File: src/rtl/hrdiv_pkg.sv
package hrdiv_pkg;
    typedef enum logic [1:0] {
        ST_STOPPED  = 2'd0,
        ST_STEADY   = 2'd1,
        ST_HANDOVER = 2'd2
    } hr_state_e;
endpackage

File: src/rtl/hr_cmd_capture.sv
// Detects a 0-to-1 rise of start and qualifies it with a nonzero ratio code.
module hr_cmd_capture #(
    parameter int CODE_W = 3,
    parameter int BIAS   = 3,
    parameter int PW     = 4
) (
    input  logic              clk,
    input  logic              rst,
    input  logic              start,
    input  logic [CODE_W-1:0] ratio_code,
    output logic              cmd_ok,
    output logic [PW-1:0]     cmd_period
);
    logic start_q;

    // Previous start resets to 1: a level held through reset is not an edge.
    always_ff @(posedge clk) begin
        if (rst) start_q <= 1'b1;
        else     start_q <= start;
    end

    // Reserved code zero is never accepted.
    assign cmd_ok     = start && !start_q && (ratio_code != '0);
    assign cmd_period = PW'(ratio_code) + PW'(BIAS);
endmodule

File: src/rtl/hr_slot_engine.sv
// Computes the two half-slot levels of one core cycle and the position
// after it, switching to a pending period at the first period boundary.
module hr_slot_engine #(
    parameter int PW = 4
) (
    input  logic [PW-1:0] pos,
    input  logic [PW-1:0] cur_p,
    input  logic          pend_vld,
    input  logic [PW-1:0] pend_p,
    output logic [1:0]    lvl,
    output logic          rise,
    output logic [PW-1:0] nxt_pos,
    output logic [PW-1:0] nxt_p,
    output logic          pend_used
);
    function automatic logic [PW-1:0] high_len(input logic [PW-1:0] p);
        logic [PW:0] t;
        t = {1'b0, p} + 1'b1;
        return t[PW:1];
    endfunction

    logic          wrap0, wrap1;
    logic [PW-1:0] pos1, p1;

    always_comb begin
        wrap0 = (pos == cur_p - 1'b1);
        if (wrap0) begin
            pos1 = '0;
            p1   = pend_vld ? pend_p : cur_p;
        end else begin
            pos1 = pos + 1'b1;
            p1   = cur_p;
        end
        wrap1 = (pos1 == p1 - 1'b1);

        lvl[0] = (pos  < high_len(cur_p));
        lvl[1] = (pos1 < high_len(p1));
        rise   = (pos == '0) || (pos1 == '0);

        if (wrap1) begin
            nxt_pos   = '0;
            nxt_p     = (pend_vld && !wrap0) ? pend_p : p1;
            pend_used = pend_vld;
        end else begin
            nxt_pos   = pos1 + 1'b1;
            nxt_p     = p1;
            pend_used = pend_vld && wrap0;
        end
    end
endmodule

File: src/rtl/hr_mem_clk_div.sv
module hr_mem_clk_div #(
    parameter int CODE_W   = 3,
    parameter int BIAS     = 3,
    parameter int DEF_CODE = 3
) (
    input  logic              clk,
    input  logic              rst,
    input  logic [CODE_W-1:0] ratio_code,
    input  logic              start,
    output logic [1:0]        mclk_ph,
    output logic              mclk_rise,
    output logic              running
);
    import hrdiv_pkg::*;

    localparam int PMAX = (1 << CODE_W) - 1 + BIAS;
    localparam int PW   = $clog2(PMAX + 1);

    hr_state_e     state, state_nx;
    logic [PW-1:0] pos, pos_nx, cur_p, cur_nx, pend_p, pend_nx;

    logic          cmd_ok;
    logic [PW-1:0] cmd_period;
    logic [1:0]    eng_lvl;
    logic          eng_rise, eng_used;
    logic [PW-1:0] eng_pos, eng_p;

    hr_cmd_capture #(.CODE_W(CODE_W), .BIAS(BIAS), .PW(PW)) u_cmd (
        .clk        (clk),
        .rst        (rst),
        .start      (start),
        .ratio_code (ratio_code),
        .cmd_ok     (cmd_ok),
        .cmd_period (cmd_period)
    );

    hr_slot_engine #(.PW(PW)) u_eng (
        .pos       (pos),
        .cur_p     (cur_p),
        .pend_vld  (state == ST_HANDOVER),
        .pend_p    (pend_p),
        .lvl       (eng_lvl),
        .rise      (eng_rise),
        .nxt_pos   (eng_pos),
        .nxt_p     (eng_p),
        .pend_used (eng_used)
    );

    // State register with its datapath
    always_ff @(posedge clk) begin
        if (rst) begin
            state  <= ST_STOPPED;
            pos    <= '0;
            cur_p  <= PW'(DEF_CODE + BIAS);
            pend_p <= PW'(DEF_CODE + BIAS);
        end else begin
            state  <= state_nx;
            pos    <= pos_nx;
            cur_p  <= cur_nx;
            pend_p <= pend_nx;
        end
    end

    // Transitions: launch, request, retarget, adopt
    always_comb begin
        state_nx = state;
        pos_nx   = pos;
        cur_nx   = cur_p;
        pend_nx  = pend_p;
        unique case (state)
            ST_STOPPED: begin
                if (cmd_ok) begin
                    state_nx = ST_STEADY;
                    pos_nx   = '0;
                    cur_nx   = cmd_period;
                end
            end
            ST_STEADY: begin
                pos_nx = eng_pos;
                cur_nx = eng_p;
                if (cmd_ok) begin
                    state_nx = ST_HANDOVER;
                    pend_nx  = cmd_period;
                end
            end
            ST_HANDOVER: begin
                pos_nx = eng_pos;
                cur_nx = eng_p;
                if (cmd_ok)        pend_nx  = cmd_period;
                else if (eng_used) state_nx = ST_STEADY;
            end
            default: state_nx = ST_STOPPED;
        endcase
    end

    // Outputs
    always_comb begin
        running   = (state != ST_STOPPED);
        mclk_ph   = running ? eng_lvl : 2'b00;
        mclk_rise = running && eng_rise;
    end
endmodule

File: config.mk
export PLATFORM = sky130hd
export DESIGN_NAME = hr_mem_clk_div
export DESIGN_NICKNAME = d
export VERILOG_FILES = /design/src/rtl/hrdiv_pkg.sv /design/src/rtl/hr_cmd_capture.sv /design/src/rtl/hr_slot_engine.sv /design/src/rtl/hr_mem_clk_div.sv
export SDC_FILE = /design/constraint.sdc
export NUM_CORES = 1
export LEC_CHECK = 0
export BUFFER_PORTS_ARGS = -buffer_cell sky130_fd_sc_hd__buf_2
export CAP_MARGIN = 20
export CORE_AREA = 2 2 61 63
export CTS_CLUSTER_DIAMETER = 100
export DETAILED_ROUTE_END_ITERATION = 8
export DIE_AREA = 0 0 63 65
export PLACE_DENSITY = 0.83
export SYNTH_ARGS = -nofsm -noshare
export SYNTH_HDL_FRONTEND = slang
export SYNTH_HIERARCHICAL = 1
export SYNTH_SLANG_ARGS = --single-unit
export TNS_END_PERCENT = 100
File: constraint.sdc
create_clock -name clk -period 7.35 [get_ports clk]
set_clock_uncertainty 0.1 [all_clocks]
set_input_delay 2.205 -clock clk [delete_from_list [all_inputs] [get_ports clk]]
set_output_delay 2.205 -clock clk [all_outputs]
set_load 0.005 [all_outputs]
; After elaboration in Yosys (flattened, before gate mapping)
; Index checks and enable logic that the tools add are counted.
[word_totals]
input_bits = 6
word_cells = 57
output_inout_bits = 4
regBits = 15
[classes]
n_addsub = 7
reduce_logical = 18
n_eq_ne = 8
order_cmp = 2
muxes = 17
[op_table]
columns = operator, count
row1 = 2-to-1 mux 4 bit, 8
row2 = one-hot mux 4 bit (2 select lines), 2
row3 = "adder 4 x 1 -> 5 bit, second input constant", 2
row4 = 2-to-1 mux 2 bit, 5
row5 = "adder 4 x 1 -> 4 bit, second input constant", 2
row6 = equality test 4 bit, 2
row7 = zero test 4 bit, 2
row8 = less-than comparator 4 bit, 2
row9 = "inequality test 2 bit, second input constant", 4
row10 = "subtractor 4 x 1 -> 4 bit, second input constant", 2
row11 = one-hot mux 2 bit (3 select lines), 1
row12 = logical AND 1 bit, 5
row13 = "adder 3 x 2 -> 4 bit, second input constant", 1
row14 = AND reduction 2 bit, 2
row15 = AND reduction 4 bit, 1
row16 = nonzero test 2 bit, 2
row17 = nonzero test 3 bit, 1
row18 = "equality test 2 x 1 -> 1 bit, second input constant", 1
row19 = "equality test 2 bit, second input constant", 1
row20 = zero test 1 bit, 2
row21 = zero test 2 bit, 1
row22 = OR reduction 2 bit, 1
row23 = logical OR 1 bit, 1
row24 = 2-to-1 mux 1 bit, 1

; Longest topological paths before layout
; Gate-level depths: netlist of run 1.
[depth]
ltp_word = 9
ltp_mapped = 16
mapped_depth_nobuf = 12

; Cells and area by module
; The synthesis of run 1 kept the hierarchy.
[modules_own_cells]
columns = mod, area_per_inst_um2, seq_area_each_um2, instances, cells_each
row1 = hr_slot_engine, 963.4, 0.0, 1, 132
row2 = hr_mem_clk_div, 750.7, 280.3, 1, 81
row3 = hr_cmd_capture, 97.6, 20.0, 1, 11

; Least setup slack after synthesis of run 1
; No wires, ideal clock.
[synth_timing]
path_type = reg-to-output
from = register cur_p[0]
to = output mclk_ph[1]
path_stages_with_launch = 16
setup_slack_ns = 1.897
required_ns = 5.045
n_path_buf = 3
arrival_time_ns = 3.148
path_cell_list = dfxtp_1 buf_2 inv_1 ha_1 xnor3_1 and3_1 buf_6 and2_1 buf_2 a41o_1 nor2b_1 o32a_1 ha_1 o21a_1 o2bb2ai_1 nor2b_1
[synth_between]
elab_chain_cells = 6
word_cells_on_any_way = 8
classes_between = add/sub: 2 / order compare: 1 / eq/ne: 1 / mux: 4
[synth_rtl]
columns = item, line
row1 = from (decl), hr_mem_clk_div.sv:20  ; logic [PW-1:0] pos, pos_nx, cur_p, cur_nx, pend_p, pend_nx;
row2 = from (signal assigned), hr_mem_clk_div.sv:54  ; cur_p <= PW'(DEF_CODE + BIAS);
row3 = from (signal assigned), hr_mem_clk_div.sv:59  ; cur_p <= cur_nx;
row4 = subtractor 4 x 1 -> 4 bit, hr_slot_engine.sv:26  ; wrap0 = (pos == cur_p - 1'b1);
row5 = equality test 4 bit, hr_slot_engine.sv:26
row6 = 2-to-1 mux 4 bit, hr_slot_engine.sv:27  ; if (wrap0) begin
row7 = adder 4 x 1 -> 5 bit, hr_slot_engine.sv:18  ; t = {1'b0, p} + 1'b1;
row8 = less-than comparator 4 bit (*), hr_slot_engine.sv:37  ; lvl[1] = (pos1 < high_len(p1));
row9 = named net eng_lvl[1], hr_mem_clk_div.sv:24  ; logic [1:0] eng_lvl;
row10 = 2-to-1 mux 2 bit (*), hr_mem_clk_div.sv:99  ; mclk_ph = running ? eng_lvl : 2'b00;
row11 = to (decl), hr_mem_clk_div.sv:10  ; output logic [1:0] mclk_ph,
; Mark *: on every way through the listed nets, which the timed path passes. The rest lies on a longest branch.

; Worst setup path in the final report of run 1
; Ends and elaborated chain as after synthesis.

==> results of run 1 <==
-- critical path, delay by kind of cell, from the launching register on --
kind / cells / cell delay, ns
fa+ha+maj: 2 / 0.53
compound gates: 5 / 1.11
flops: 1 / 0.54
buf+inv: 2 / 0.30
xor+xnor: 1 / 0.32
simple gates: 3 / 0.95
-- report_power, final --
group / total (W) / switching [W] / internal, W
clock: 0.0000467 / 0.0000256 / 0.0000211
combinational: 0.000325 / 0.000173 / 0.000152
sequential: 0.000124 / 0.0000302 / 0.0000942
-- worst max path at each step --
stage / endpoint
finish: mclk_ph[1]
global route: mclk_ph[1]
CTS: mclk_ph[1]
detailed placement: mclk_ph[1]
global placement: mclk_ph[1]
floorplan: mclk_ph[1]
-- layout by cell type (no fill, tap or decap), types with 3 or more instances in the layout --
master,count
buf_2,9
clkbuf_4,3
mux2i_1,6
nor2b_1,6
xor2_1,7
a211o_1,4
dfxtp_1,15
o21a_1,3
o32ai_1,3
a31o_2,3
and3_1,6
ha_1,20
nand4b_1,4
xnor2_1,6
o21ai_0,12
nand2_1,16
nand3_1,8
mux2_2,3
inv_1,13
o31ai_1,3
nor3_1,9
a21oi_1,13
nor2_1,9
nand2b_1,7
-- stage by stage --
stage	instance area (µm²)	total power [W]	cells
2_1_floorplan	1810	0.000392	224
3_3_place_gp	1840	0.000441	268
3_5_place_dp	1840	0.000447	268
4_1_cts	1860	0.000495	272
5_1_grt	1860	0.000542	272
6_report	1860	0.000496	272
-- flip-flops by register name (all words and copies together), names as in the netlist --
register / cells
u_cmd/start_q: 1
pend_p: 4
state: 2
cur_p: 4
pos: 4
-- kinds of logic after synthesis --
logic type | after synthesis
AND/OR/NAND/NOR | 79
adder cells (fa/ha/maj) | 20
flip-flops | 15
buffers and inverters | 26
multiplexers | 11
XOR/XNOR | 15
AO/OA/AOI/OAI | 58
-- metal layers --
| layer | vias up | wire (µm) | global-route usage [%] |
|---|---|---|---|
| li1 | 820 | - | - |
| met1 | 751 | 1700 | 25.5 |
| met2 | 59 | 1780 | 32.6 |
| met3 | 13 | 227 | 1.22 |
| met4 | 0 | 105 | 10.8 |
| met5 | - | 0 | 0 |
-- area by class of cell --
class / instances / area, µm²
tap: 48 / 60.1
clock buffer: 4 / 26.3
fill: 342 / 1630
inverter: 13 / 48.8
timing repair buffer: 9 / 45.0
multi-input combinational: 183 / 1380
sequential: 15 / 300
==> impl_metrics.py, run 1 <==
metrics = {
    "status": {
        "status": "completed",
    },
    "global_route": {
        "grt_max_degree": 18,
        "gr-usage-all-layers_pct": 19.7,
        "antenna_found_initial": 0,
        "grt_pass1_wl_um": 6560,
        "grt_overflow": 0,
        "grt_pass1_vias": 1510,
    },
    "min_path": {
        "worst_hold_path.num_cells": 2,
        "hold_class": "register to register",
        "min_from": "pend_p[3]",
        "min_to": "pend_p[3]",
    },
    "power_and_ir_drop": {
        "peakVddDrop_v": 0.000169,
        "p_leak_nw": 0.804,
        "p_per_area_mw_per_mm2": 266,
    },
    "synth": {
        "synthAdderAreaFrac_pct": 13.8,
        "synth-simple-area-share_pct": 24.6,
        "synth.largest_area_cell": "dfxtp_1",
        "synthTopCellsByArea": "dfxtp_1, ha_1, a21oi_1",
        "synth_compound_area_share_pct": 22.7,
        "synth_top_area_share_pct": 16.6,
        "yosys-mux-area-fraction_pct": 6.42,
        "ys_ff_latch": 15,
        "syn_avg_cell_area_um2": 8.09,
        "synth_edf_count": 0,
        "synthDistinctLibCells": 55,
        "synthTopCellsByCount": "ha_1, nand2_1, dfxtp_1, a21oi_1, inv_1",
        "synth_xor_area_share_pct": 8.77,
        "synth_most_common_cell": "ha_1",
        "synth_top_family_by_area": "simple AND/OR/NAND/NOR gates",
        "postSynthCellCount": 224,
        "synth_area_mm2": 0.00181,
        "synth_ff_type": "dfxtp_1",
        "syn_nets": 250,
        "async_reset_ff_share_pct": 0,
        "yosysWarningCount": 6,
        "yosysSeqAreaShare_pct": 16.6,
    },
    "clock_network": {
        "ctsHoldBuffers": 0,
        "cts_root_buf": "clkbuf_4",
        "cts-resized-gates": 0,
        "cts_tree": "yes",
        "cts_buffers": 3,
        "cts.clk_slew.worst_paths_ns": 0.09,
        "clkSinkCount": 15,
        "clock_latency_ns": 0.28,
        "cts_setup_buffers": 0,
        "htreeDepth": 1,
        "cts.path.max_buffers": 2,
    },
    "sta": {
        "slew_violations": 0,
        "rsz0062_at_grt": "no",
        "worstMarginPinSlew_ns": 0.734,
        "slew_headroom_pct": 50.6,
        "fmax_ghz": 0.158,
        "setup_ws_ns": 1.01,
        "hold_slack_ns": 0.366,
        "fin_crit_ns": 6.34,
        "hold_violations": 0,
        "fin_setup_tns_ns": 0,
        "setup_viol": 0,
        "finalCritPeriodShare_pct": 86.2,
    },
    "worst_setup_path": {
        "reg2reg_depth": 11,
        "r2r-start": "cur_p[0]",
        "cp_slowest_stage_delay_ns": 0.54,
        "crit_type": "register to output pin",
        "r2r_slack_ns": 3.82,
        "cp_max_fo": 17,
        "critPathMostFrequentCell": "ha_1",
        "cp_slowest_cell": "dfxtp_1",
        "cp.required_ns": 5.05,
        "cp_data_arrival_time_ns": 4.03,
        "path_cells": "inv_1, ha_1, xnor3_1, and3_1, and2_1, a41o_1, a21oi_1, o32a_1, ha_1, o21a_1, o2bb2ai_1, nor2b_1, buf_2",
        "endpoint_kind": "output pin",
        "crit_path_start_kind": "register",
        "cp-startpoint": "cur_p[0]",
        "rr_endpoint": "pos[2]",
    },
    "final_layout": {
        "post-route-util_pct": 53.3,
        "drive_gt1_share_pct": 11.2,
        "diodes": 0,
        "areaGrowthSynthToFinish_pct": 2.83,
        "layout.nets": 251,
    },
    "placed_design": {
        "hpwl_um": 2880,
        "place.gp.congestion": 0.872,
        "pre_cts_ws_ns": 1.37,
        "port_buffers": 9,
    },
    "drt": {
        "avgViaCountPerCell": 6.04,
        "drtIter0Drc": 147,
        "wl_per_cell_um": 14.0,
        "drc": 0,
        "routed_wl_um": 3810,
        "ant_nets": 0,
        "via_count": 1643,
        "drt_pre_antenna_iters": 5,
    },
    "floorplanning": {
        "coreArea_mm2": 0.00350,
        "core.rowCount": 22,
        "die_height_um": 65,
        "ios": 10,
        "die_w_um": 63,
        "die_area_mm2": 0.00410,
        "start_util_pct": 51.8,
    },
    "run": {
        "cap_violations": 0,
    },
}
(Power assumes the default switching activity.)
==> run 2: changes to the inputs <==
- CORE_AREA: 2 2 61 63 -> 2 2 81 83
- CTS_BUF_LIST: not set -> sky130_fd_sc_hd__clkbuf_16
- DIE_AREA: 0 0 63 65 -> 0 0 83 85
- PLACE_DENSITY: 0.83 -> 0.56
==> run 2 against run 1 <==
Via count decreased by 0.91%. Largest cell class unchanged. Wire length increased by 11%. Sequential share of layout area decreased by 0.80 points. Die area increased by 72%. Cell area increased by 5.2%. Sequential power about the same. Utilization decreased by 22 points. Largest power group unchanged. Critical endpoint unchanged. Flip-flop and latch count unchanged. Clock power increased by 130%.
==> impl_metrics.py, run 2 (same netlist as run 1, synthesis figures left out) <==
metrics = {
    "status": {
        "status": "completed",
    },
    "drt": {
        "via_count": 1628,
        "drc": 0,
        "routed_wl_um": 4220,
        "drt_pre_antenna_iters": 4,
        "ant_nets": 0,
        "wl_per_cell_um": 14.0,
        "drtIter0Drc": 131,
        "avgViaCountPerCell": 5.39,
    },
    "clock_network": {
        "ctsHoldBuffers": 0,
        "clkSinkCount": 15,
        "htreeDepth": 1,
        "clock_latency_ns": 0.25,
        "cts_buffers": 3,
        "cts-resized-gates": 0,
        "cts_tree": "yes",
        "cts_root_buf": "clkbuf_16",
        "cts.path.max_buffers": 2,
        "cts_setup_buffers": 0,
        "cts.clk_slew.worst_paths_ns": 0.05,
    },
    "worst_setup_path": {
        "endpoint_kind": "output pin",
        "r2r-start": "cur_p[0]",
        "cp_slowest_cell": "dfxtp_1",
        "cp.required_ns": 5.05,
        "cp_slowest_stage_delay_ns": 0.53,
        "cp_data_arrival_time_ns": 4.03,
        "critPathMostFrequentCell": "ha_1",
        "path_delay_family": "compound AO/OA/AOI/OAI gates",
        "crit_type": "register to output pin",
        "path_cells": "inv_1, ha_1, xnor3_1, and3_1, and2_1, a41o_1, a21oi_1, o32a_1, ha_1, o21a_1, o2bb2ai_1, nor2b_1, buf_2",
        "cp-startpoint": "cur_p[0]",
        "crit_path_start_kind": "register",
        "worst-path-buf-inv": 2,
        "cp_max_fo": 17,
    },
    "min_path": {
        "min_from": "pend_p[3]",
        "hold_class": "register to register",
    },
    "final_layout": {
        "final_cell_mix": "ha_1, nand2_1, dfxtp_1, inv_1, a21oi_1",
        "areaGrowthSynthToFinish_pct": 8.22,
        "reg_top3": "cur_p (4), pend_p (4), pos (4)",
        "drive_gt1_share_pct": 12.0,
        "final_common_cell": "ha_1",
        "layout.nets": 252,
        "nFillCells": 646,
        "diodes": 0,
    },
    "floorplanning": {
        "ios": 10,
        "die_w_um": 83,
        "core.rowCount": 29,
        "coreArea_mm2": 0.00620,
        "die_area_mm2": 0.00706,
        "die_height_um": 85,
        "start_util_pct": 29.2,
    },
    "placed_design": {
        "port_buffers": 9,
        "hpwl_um": 3140,
        "place.gp.congestion": 0.873,
    },
    "sta": {
        "slew_violations": 0,
        "rsz0062_at_grt": "no",
        "fin_setup_tns_ns": 0,
        "hold_violations": 0,
        "fmax_ghz": 0.158,
        "hold_slack_ns": 0.384,
        "finalCritPeriodShare_pct": 86.1,
        "slew_headroom_pct": 45.2,
        "fin_crit_ns": 6.33,
        "setup_viol": 0,
        "worstMarginPinSlew_ns": 0.814,
    },
    "global_route": {
        "grt_max_degree": 18,
        "antenna_found_initial": 0,
        "gr-usage-all-layers_pct": 11.7,
        "grt_overflow": 0,
        "grt_pass1_vias": 1419,
        "grt_pass1_wl_um": 6890,
    },
    "power_and_ir_drop": {
        "p_leak_nw": 0.834,
        "p_per_area_mw_per_mm2": 287,
        "peakVddDrop_v": 0.000127,
    },
    "run": {
        "cap_violations": 0,
    },
}
run 2: cell count changes in the layout (fill, tap and decap cells not counted):
cell       delta
buf_4         +1
clkbuf_1      -1
clkbuf_16     +3
clkbuf_4      -3
clkinv_2      +1
run 2: through the flow:
| stage | instance area (µm²) | util [%] | setup WS (ns) | power, W | cells |
|---|---|---|---|---|---|
| CTS | 1960 | 31.6 | 1.05 | 0.000565 | 302 |
| finish | 1960 | 31.6 | 1.02 | 0.000563 | 302 |
| global route | 1960 | 31.6 | 0.718 | 0.000612 | 302 |
| global placement | 1880 | 30.3 | 1.47 | 0.000456 | 298 |
| floorplan | 1810 | - | 1.90 | 0.000392 | 224 |
| detailed placement | 1880 | 30.3 | 1.34 | 0.000456 | 298 |
run 2: worst min-delay path: cells and delay by family (launching register included):
family,cells,cell delay (ns)
simple gates,1,0.06
flops,1,0.32
compound gates,1,0.06
run 2: final cells by class:
| type | instances | area (µm²) | area share, % |
|---|---|---|---|
| Clock buffer | 3 | 75.1 | 3.83 |
| Inverter | 13 | 48.8 | 2.49 |
| Multi-Input combinational cell | 183 | 1380 | 70.5 |
| Tap cell | 77 | 96.3 | 4.91 |
| Clock inverter | 1 | 5.00 | 0.255 |
| Sequential cell | 15 | 300 | 15.3 |
| Timing Repair Buffer | 10 | 52.6 | 2.68 |
run 2: path summary, 6_finish.rpt:
path | to | slack [ns] | cells past startpoint
worst max register to register | pos[2] | 3.81 | 11
worst max-delay path | mclk_ph[1] | 1.02 | 13
worst min register to register | pend_p[3] | 0.38 | 2
worst min-delay path | pend_p[3] | 0.38 | 2
run 2: power by group:
| part | internal [W] | total [W] | leakage [nW] | switching (W) |
|---|---|---|---|---|
| logic | 0.000154 | 0.000331 | 0.671 | 0.000177 |
| registers | 0.0000946 | 0.000126 | 0.122 | 0.0000312 |
| clock network | 0.0000726 | 0.000106 | 0.0409 | 0.0000335 |
| total | 0.000321 | 0.000563 | 0.834 | 0.000242 |
run 2: metal layers:
layer  vias to the layer above  track usage [%]  routed length, µm
met1                       760             17.1               2180
met3                         2             1.17                158
met4                         0             4.77                 24
met2                        39             17.7               1850
met5                         -                0                  0
li1                        827                -                  -
==> run 3: changes to the inputs <==
- ABC_AREA: not set -> 1
- CORE_AREA: 2 2 81 83 -> 2 2 83 85
- DIE_AREA: 0 0 83 85 -> 0 0 85 87
==> run 3 against run 2 <==
Utilization fell by 0.11 points. Worst hold slack better by 0.027 ns. Cell area rose by 5.5%. Register-to-register slack better by 0.54 ns. Synthesized cell count is 33% higher. Global-route usage rose by 1.1 points. Critical path depth up 4. Critical path type unchanged.
==> impl_metrics.py, run 3 <==
metrics = {
    "floorplanning": {
        "die_height_um": 87,
        "ios": 10,
        "die_w_um": 85,
        "coreArea_mm2": 0.00657,
        "core.rowCount": 30,
        "die_area_mm2": 0.00740,
        "start_util_pct": 28.9,
    },
    "worst_setup_path": {
        "cp_slowest_stage_delay_ns": 0.43,
        "reg2reg_depth": 21,
        "cp_data_arrival_time_ns": 2.95,
        "path_cells": "inv_1, ha_1, inv_1, nand2_1, nand2_1, nor2_8, nand3_4, nand2_1, nand2_2, nand2_2, xor2_1, ha_1, a21oi_1, o21a_1, inv_1, nor2_1, buf_2",
        "path_delay_family": "simple AND/OR/NAND/NOR gates",
        "worst-path-buf-inv": 4,
        "cp_slowest_cell": "dfxtp_1",
        "crit_path_start_kind": "register",
        "cp.required_ns": 5.05,
        "cp_max_fo": 13,
        "endpoint_kind": "output pin",
        "cp.depth": 17,
        "r2r-start": "cur_p[1]",
        "crit_type": "register to output pin",
        "cp-startpoint": "cur_p[1]",
    },
    "clock_network": {
        "cts_tree": "yes",
        "cts_buffers": 3,
        "clkSinkCount": 15,
        "cts-resized-gates": 0,
        "cts.path.max_buffers": 2,
        "clock_latency_ns": 0.25,
        "cts_root_buf": "clkbuf_16",
        "htreeDepth": 1,
        "ctsHoldBuffers": 0,
        "cts.clk_slew.worst_paths_ns": 0.05,
        "cts_setup_buffers": 0,
    },
    "placed_design": {
        "place.gp.congestion": 0.859,
        "port_buffers": 9,
        "hpwl_um": 3640,
        "pre_cts_ws_ns": 2.35,
    },
    "drt": {
        "wl_per_cell_um": 11.4,
        "drtIter0Drc": 104,
        "via_count": 1797,
        "drt_pre_antenna_iters": 4,
        "ant_nets": 0,
        "drc": 0,
        "routed_wl_um": 4410,
        "avgViaCountPerCell": 4.66,
    },
    "global_route": {
        "grt_max_degree": 14,
        "antenna_found_initial": 0,
        "grt_pass1_vias": 1692,
        "gr-usage-all-layers_pct": 12.9,
        "grt_pass1_wl_um": 7690,
        "grt_overflow": 0,
    },
    "final_layout": {
        "final_common_cell": "nand2_1",
        "nFillCells": 724,
        "diodes": 0,
        "drive_gt1_share_pct": 19.0,
        "final_cell_mix": "nand2_1, inv_1, nand3_1, nor2_1, ha_1",
        "areaGrowthSynthToFinish_pct": 8.89,
        "reg_top3": "cur_p (4), pend_p (4), pos (4)",
        "layout.nets": 333,
    },
    "synth": {
        "synth_most_common_cell": "nand2_1",
        "ys_ff_latch": 15,
        "postSynthCellCount": 299,
        "synthTopCellsByCount": "nand2_1, inv_1, nand3_1, nor2_1, ha_1",
        "synth.largest_area_cell": "nand2_1",
        "synth_edf_count": 0,
        "syn_avg_cell_area_um2": 6.35,
        "syn_nets": 325,
        "synth_area_mm2": 0.00190,
        "yosysWarningCount": 6,
        "synthTopCellsByArea": "nand2_1, dfxtp_1, ha_1",
        "synth_ff_type": "dfxtp_1",
        "synthDistinctLibCells": 32,
        "async_reset_ff_share_pct": 0,
        "synth_top_area_share_pct": 17.2,
        "yosysSeqAreaShare_pct": 15.8,
    },
    "sta": {
        "setup_viol": 0,
        "finalCritPeriodShare_pct": 71.5,
        "fin_crit_ns": 5.25,
        "worstMarginPinSlew_ns": 0.395,
        "slew_headroom_pct": 73.4,
        "hold_violations": 0,
        "slew_violations": 0,
        "setup_ws_ns": 2.10,
        "fmax_ghz": 0.190,
        "rsz0062_at_grt": "no",
        "fin_setup_tns_ns": 0,
    },
    "status": {
        "status": "completed",
    },
    "min_path": {
        "worst_hold_path.num_cells": 2,
        "min_from": "pend_p[2]",
        "hold_class": "register to register",
    },
    "run": {
        "cap_violations": 0,
    },
}
-- run 3: changes by cell type in the layout (fill, tap and decap cells not counted), sizes merged, moves of 5 or more --
cell    delta
a211o      -5
and3       -6
inv       +36
mux2       -5
mux2i      -6
nand2     +90
nand2b     -7
nand3     +21
nand4      +6
nor2      +19
nor2b      -7
nor3       -9
-- run 3: kinds of logic (layout without fill, tap and decap cells) --
family	after synthesis	count (layout)	share of synthesized area, %
flops	15	15	15.8
simple gates	172	172	45.5
buf+inv	56	63	13.4
fa+ha+maj	20	20	13.2
compound gates	29	29	8.96
xor+xnor	7	7	3.23
-- run 3: final timing paths --
kind                      to  slack [ns]
setup reg to reg    state[0]        4.35
hold / removal     pend_p[2]        0.41
setup / recovery  mclk_ph[1]        2.10
hold reg to reg    pend_p[2]        0.41
-- run 3: final cells by class --
cell class	instances	area [µm²]	area share, %
Multi-Input combinational cell	228	1350	65.0
Tap cell	80	100	4.84
Sequential cell	15	300	14.5
Inverter	50	195	9.44
Clock inverter	1	7.51	0.363
Timing Repair Buffer	9	45.0	2.18
Clock buffer	3	75.1	3.63
-- run 3: metrics by stage --
stage | hold WS (ns) | instance area, µm² | util (%) | cells
finish | 0.411 | 2070 | 31.5 | 386
global route | 0.425 | 2070 | 31.5 | 386
CTS | 0.410 | 2070 | 31.5 | 386
detailed placement | 0.396 | 1990 | 30.2 | 382
global placement | 0.364 | 1990 | 30.2 | 382
floorplan | 0.346 | 1900 | - | 299
-- run 3: worst reg2reg max path: stages (launching register included) --
cell and delay, ns:
dfxtp_1 0.43, inv_1 0.14, ha_1 0.31, inv_1 0.05, nand2_1 0.06, nand2_1 0.11
nor2_8 0.17, nand3_4 0.20, nand2_1 0.18, inv_1 0.10, nand2_1 0.08, nand2_2 0.08
nand2_1 0.09, nand2_2 0.07, nor2_4 0.16, nand3_1 0.09, nand2_1 0.09, nand2_1 0.06
nand2_1 0.12, nand3_1 0.09, nand2_1 0.08, nor2_1 0.04
-- run 3: metal layers --
layer / vias up / wire (µm) / GRT usage [%]
li1: 949 / - / -
met2: 27 / 2060 / 22.1
met4: 0 / 150 / 6.35
met5: - / 0 / 0
met1: 810 / 2080 / 15.8
met3: 11 / 116 / 1.61
Power of run 3 is not shown: default switching activity piles up to over one toggle a cycle in this logic, so the estimate is an artifact.
